$ cat src/rtl/rrx_pkg.sv
package rrx_pkg;

  // Phase of the current bus cycle as seen by the extender.
  typedef enum logic [1:0] {
    PH_IDLE    = 2'd0,  // strobe high, normal access
    PH_REFRESH = 2'd1,  // strobe low, inside the override slots
    PH_FETCH   = 2'd2   // strobe low, past the override slots
  } phase_e;

endpackage

$ cat src/rtl/rrx_slot_tracker.sv
module rrx_slot_tracker
  import rrx_pkg::*;
#(
  parameter int SLOTS = 5
) (
  input  logic   clk,
  input  logic   rst_n,
  input  logic   bus_avail,
  output phase_e phase,
  output logic   in_slot
);

  localparam int CW = $clog2(SLOTS + 1);
  localparam logic [CW-1:0] LIMIT = CW'(SLOTS);

  logic [CW-1:0] cnt_q;

  // Override only while out of reset, strobe low and slots remain.
  assign in_slot = rst_n && !bus_avail && (cnt_q < LIMIT);

  always_comb begin
    if (bus_avail)    phase = PH_IDLE;
    else if (in_slot) phase = PH_REFRESH;
    else              phase = PH_FETCH;
  end

  always_ff @(posedge clk or negedge rst_n) begin
    if (!rst_n)              cnt_q <= '0;
    else if (bus_avail)      cnt_q <= '0;
    else if (cnt_q < LIMIT)  cnt_q <= cnt_q + CW'(1);
  end

  // the slot count saturates and never exceeds its limit
  a_r4_cnt_bounded: assert property (@(posedge clk) disable iff (!rst_n)
    cnt_q <= LIMIT);

  // a sampled high strobe restarts the window
  a_r5_restart: assert property (@(posedge clk) disable iff (!rst_n)
    bus_avail |=> (cnt_q == '0));

  // once in fetch, stay there until the strobe rises
  a_r4_fetch_sticky: assert property (@(posedge clk) disable iff (!rst_n)
    (phase == PH_FETCH) |=> (bus_avail || phase == PH_FETCH));

endmodule

$ cat src/rtl/rrx_ext_counter.sv
module rrx_ext_counter #(
  parameter int LO_W  = 8,
  parameter int EXT_W = 1
) (
  input  logic             clk,
  input  logic             rst_n,
  input  logic             in_slot,
  input  logic [LO_W-1:0]  ref_lo,
  output logic [EXT_W-1:0] ext_now
);

  localparam logic [LO_W-1:0] LO_TOP = {LO_W{1'b1}};

  logic [LO_W-1:0]  last_q;   // refresh address of the previous slot
  logic [EXT_W-1:0] ext_q;
  logic             wrap;

  // Wrap seen in this slot: the new extra value is used at once.
  assign wrap    = in_slot && (ref_lo == '0) && (last_q == LO_TOP);
  assign ext_now = wrap ? ext_q + EXT_W'(1) : ext_q;

  always_ff @(posedge clk or negedge rst_n) begin
    if (!rst_n) begin
      last_q <= '0;
      ext_q  <= '0;
    end else if (in_slot) begin
      last_q <= ref_lo;
      ext_q  <= ext_now;
    end
  end

  // a wrap slot moves the counter on by exactly one
  a_r6_advance: assert property (@(posedge clk) disable iff (!rst_n)
    (in_slot && ref_lo == '0 && last_q == LO_TOP) |=>
      (ext_q == EXT_W'($past(ext_q) + EXT_W'(1))));

  // addresses outside refresh slots leave all state alone
  a_r7_ignore_outside: assert property (@(posedge clk) disable iff (!rst_n)
    !in_slot |=> ($stable(ext_q) && $stable(last_q)));

  // the counter only ever holds or steps by one (modulo wrap)
  a_r8_step_only: assert property (@(posedge clk) disable iff (!rst_n)
    1'b1 |=> (ext_q == $past(ext_q) || ext_q == EXT_W'($past(ext_q) + EXT_W'(1))));

endmodule

$ cat src/rtl/rrx_addr_mux.sv
module rrx_addr_mux #(
  parameter int HI_W  = 4,
  parameter int EXT_W = 1
) (
  input  logic             override,
  input  logic [HI_W-1:0]  norm_hi,
  input  logic [EXT_W-1:0] ext_now,
  output logic [HI_W-1:0]  row_hi
);

  // Low part of the high field: counter during slots, else system address.
  assign row_hi[EXT_W-1:0] = override ? ext_now : norm_hi[EXT_W-1:0];

  // Remaining upper bits always pass through.
  generate
    if (HI_W > EXT_W) begin : g_upper
      assign row_hi[HI_W-1:EXT_W] = norm_hi[HI_W-1:EXT_W];
    end
  endgenerate

endmodule

$ cat src/rtl/rrx_row_extender.sv
module rrx_row_extender
  import rrx_pkg::*;
#(
  parameter int LO_W  = 8,
  parameter int EXT_W = 1,
  parameter int HI_W  = 4,
  parameter int SLOTS = 5
) (
  input  logic            clk,
  input  logic            rst_n,
  input  logic            bus_avail,
  input  logic [LO_W-1:0] ref_lo,
  input  logic [HI_W-1:0] norm_hi,
  output logic [HI_W-1:0] row_hi
);

  phase_e           phase;
  logic             in_slot;
  logic [EXT_W-1:0] ext_now;

  rrx_slot_tracker #(.SLOTS(SLOTS)) u_slots (
    .clk       (clk),
    .rst_n     (rst_n),
    .bus_avail (bus_avail),
    .phase     (phase),
    .in_slot   (in_slot)
  );

  rrx_ext_counter #(.LO_W(LO_W), .EXT_W(EXT_W)) u_ext (
    .clk     (clk),
    .rst_n   (rst_n),
    .in_slot (in_slot),
    .ref_lo  (ref_lo),
    .ext_now (ext_now)
  );

  rrx_addr_mux #(.HI_W(HI_W), .EXT_W(EXT_W)) u_mux (
    .override (in_slot),
    .norm_hi  (norm_hi),
    .ext_now  (ext_now),
    .row_hi   (row_hi)
  );

  // strobe high means plain pass-through
  a_r2_idle_pass: assert property (@(posedge clk) disable iff (!rst_n)
    bus_avail |-> (row_hi == norm_hi));

  // fetch cycles present the system address
  a_r4_fetch_pass: assert property (@(posedge clk) disable iff (!rst_n)
    (phase == PH_FETCH) |-> (row_hi == norm_hi));

  generate
    if (HI_W > EXT_W) begin : g_upper_chk
      // bits above the extra field are never overridden
      a_r3_upper_kept: assert property (@(posedge clk) disable iff (!rst_n)
        (phase == PH_REFRESH) |-> (row_hi[HI_W-1:EXT_W] == norm_hi[HI_W-1:EXT_W]));
    end
  endgenerate

endmodule

$ cat config.mk
export PLATFORM = sky130hd
export DESIGN_NAME = rrx_row_extender
export DESIGN_NICKNAME = d
export VERILOG_FILES = /design/src/rtl/rrx_pkg.sv /design/src/rtl/rrx_slot_tracker.sv /design/src/rtl/rrx_ext_counter.sv /design/src/rtl/rrx_addr_mux.sv /design/src/rtl/rrx_row_extender.sv
export SDC_FILE = /design/constraint.sdc
export NUM_CORES = 1
export LEC_CHECK = 0
export ABC_AREA = 0
export CELL_PAD_IN_SITES_DETAIL_PLACEMENT = 2
export CELL_PAD_IN_SITES_GLOBAL_PLACEMENT = 2
export CORE_ASPECT_RATIO = 1.4
export CORE_MARGIN = 8
export CORE_UTILIZATION = 29
export CTS_BUF_LIST = sky130_fd_sc_hd__clkbuf_2
export DETAILED_ROUTE_END_ITERATION = 10
export PLACE_DENSITY_LB_ADDON = 0.1
export SYNTH_ARGS = -nofsm -noshare
export SYNTH_HDL_FRONTEND = slang
export SYNTH_SLANG_ARGS = --single-unit
$ cat constraint.sdc
create_clock -name clk -period 1.75 [get_ports clk]
set_input_delay 0.35 -clock clk [delete_from_list [all_inputs] [get_ports clk]]
set_output_delay 0.35 -clock clk [all_outputs]
set_load 0.1 [all_outputs]
==> metrics.yaml, run 1 <==
drt_iter0_drc: 3
ir_drop_mv: 0.4065
initial_core_util_pct: 29.95
synth-simple-area-share_pct: 16.49
power_leakage_nw: 0.3307
grt_pass1_vias: 542
cp_max_fo: 2
period_share_pct: 118.9
clockBufferDepth: 2
drt-total-wl_mm: 1.506
fin_nets: 78
syn_inst: 46
clk-insertion-delay-late_ps: 270
r2r-start: "u_slots.cnt_q[1]$_DFFE_PN0P_"
dp_hpwl_mm: 1.200
final_cells: 82
met3WireLength_um: 69
hp-start: "ref_lo[0]"
cp_num_buf_inv: 2
cts-root-buf: "clkbuf_2"
layout.area.seq_um2: 300.3
ys_ff_latch: 12
worstPathRequired_ps: 1400
chipWidth_um: 53.69
p_total_uw: 617.4
met1_length_um: 499
dieArea_mm2: 0.003692
rsz0062_at_grt: "yes"
drive_above_1_share_pct: 42.62
antenna_found_initial: 0
power.density_mw_per_mm2: 818.4
yosys.area_share.xor_xnor_pct: 3.037
drc_errors: 0
synth-adder-area-share_pct: 2.169
dr_total_vias: 413
grt_usage_pct: 9.536
cts_hold_buf: 0
holdWs_ps: 298.7
syn_to_final_growth_pct: 30.80
dp.cells: 78
multi_input_area_um2: 267.8
cp.arrival_ps: 1730
clk_pin_slew_ps: 130
ant_nets: 0
synth_compound_area_share_pct: 5.857
postCtsSetupBuffers: 0
maxCapViolCount: 0
worstPathCellList: "buf_6, or4_4, nor4_4, xnor2_2, o21ai_4, buf_12"
finalCriticalPeriod_ps: 2081
crit_family: "simple AND/OR/NAND/NOR gates"
cpPeakStageDelay_ps: 530
setup_viol: 1
yosysWarnings: 0
synth_top_family_by_area: "simple AND/OR/NAND/NOR gates"
status: "finished with violations"
routed_via_density: 5.037
setup.worst_path.start: "ref_lo[1]"
cts_buffers: 3
violations: "negative setup slack"
ios: 19
grt_pass1_wl_mm: 2.504
io_buffers: 12
cts_tree: "done"
dr.pass1.iters: 2
htreeDepth: 1
crit_type: "in -> out"
synth.avg_cell_area_um2: 12.54
synth_area_um2: 576.8
core-area_mm2: 0.001926
cp-start-kind: "input pin"
fill_cells: 194
yosysSeqAreaShare_pct: 52.06
fmax_mhz: 480.4
syn-num-nets: 62
antenna_cells: 0
grt.overflow.total: 0
cpMaxStageDelayCell: "or4_4"
fin_skew_ps: 14.29
clkSinkCount: 12
hold_class: "in -> reg"
routed-wl-met2_um: 921
finalHoldViolCount: 0
rows: 19
post-route-util_pct: 39.18
worst_pin_slew_ps: 284.9
wire_per_inst_um: 18.37
synthMuxAreaShare_pct: 15.62
endpoint_kind: "output pin"
slew_headroom_pct: 80.87
top_layer: "met4"
die_h_um: 68.77
routabilityCongestion: 0.7343
fin_ws_ps: -331.4
drv_slew: 0
grt_max_degree: 13
synthDistinctLibCells: 20
final timing paths:
kind                                                to  slack [ps]  cells after the start
min in group asynchronous  u_ext.last_q[4]$_DFFE_PN0P_         410                      2
hold reg to reg            u_ext.last_q[2]$_DFFE_PN0P_         540                      1
setup / recovery                             row_hi[0]        -330                      6
hold / removal             u_ext.last_q[0]$_DFFE_PN0P_         300                      2
max in group asynchronous      u_ext.ext_q$_DFFE_PN0P_        1170                      2
setup reg to reg               u_ext.ext_q$_DFFE_PN0P_         280                      5
cells in the mapped netlist:
cell      instances  area (um^2)
nand3b_1          1        7.510
a22oi_1           1        7.510
or4_1             1        7.510
o21ai_0           1        5.000
nand4_1           2        12.51
or4_4             1        11.26
buf_4             3        22.52
nor4_4            1        21.27
nand2_1           3        11.26
o21ai_2           1        8.760
buf_2             1        5.000
nand2b_1          1        6.260
nor2_1            2        7.510
xnor2_1           2        17.52
a21o_1            1        7.510
ha_1              1        12.51
a21oi_1           1        5.000
nor3_1            2        10.01
dfrtp_1          12        300.3
mux2_2            8        90.09
worst reg2reg max path, stage by stage, from the launching register on:
cell	delay (ps)
dfrtp_1	450
o21ai_0	200
nand3b_1	190
buf_4	230
nand2b_1	160
xnor2_1	140
registers in the layout, indices dropped and copies added (netlist names):
| register | cells |
|---|---|
| u_ext.last_q | 8 |
| u_slots.cnt_q | 3 |
| u_ext.ext_q | 1 |
stage by stage:
step                setup TNS (ps)  area [um^2]  setup slack (ps)
finish                      -331.4        754.5            -331.4
global route                -385.2        754.5            -385.2
CTS                         -407.8        745.7            -407.8
detailed placement          -939.1        735.7            -702.7
global placement            -869.6        735.7            -672.9
floorplan                   -409.2        584.3            -409.2
metal layers:
layer  up-vias  GRT usage [%]
met1       204          8.207
met5         -              0
li1        194              -
met3         4          2.790
met2        11          18.75
met4         0          4.747
report_power, final:
group / switching [mW] / internal, mW
registers: 0.0303 / 0.317
logic: 0.0576 / 0.0700
clock network: 0.0934 / 0.0496
cell type report:
| class | instances | share of cell area [%] |
|---|---|---|
| clock inverter | 1 | 0.4975 |
| clock buffer | 3 | 1.990 |
| multi-input combinational | 30 | 35.49 |
| tap | 21 | 3.483 |
| timing repair buffer | 15 | 18.74 |
| sequential | 12 | 39.80 |
cell families (layout without fill, tap and decap cells):
group	after synthesis	count (layout)
xor gates and xnor gates	2	2
adders and majority gates	1	1
AOI/OAI and AO/OA	5	5
DFF	12	12
and+or+nand+nor	14	14
buffers and inverters	4	19
muxes	8	8
cell usage in the layout, fill, tap and decap left out, types with 2 or more instances in the layout:
cell type and count:
clkdlybuf4s15_1 2, nor2_1 2, buf_4 3, mux2_2 8, buf_2 3, nor3_1 2
nand4_1 2, nand2_1 3, dfrtp_1 12, clkbuf_2 3, buf_6 3, clkdlybuf4s50_1 3
or4_4 2
repair_timing:
item,4_1_cts,5_1_grt
hold endpoints to repair,0,0
pin swaps,5,4
setup endpoints to repair,1,1
resized for setup,28,4
gates cloned,0,0
Note: power is estimated with default switching activity, not from simulation.
==> run 2: changes to the inputs <==
- TNS_END_PERCENT: unset -> 100
==> results of run 2 <==
Same layout as run 1: the final DEF is identical, and so are final timing and power.
==> run 3: changes to the inputs <==
- HOLD_SLACK_MARGIN: unset -> 0.08
==> results of run 3 <==
Same layout as run 1: the final DEF is identical, and so are final timing and power.
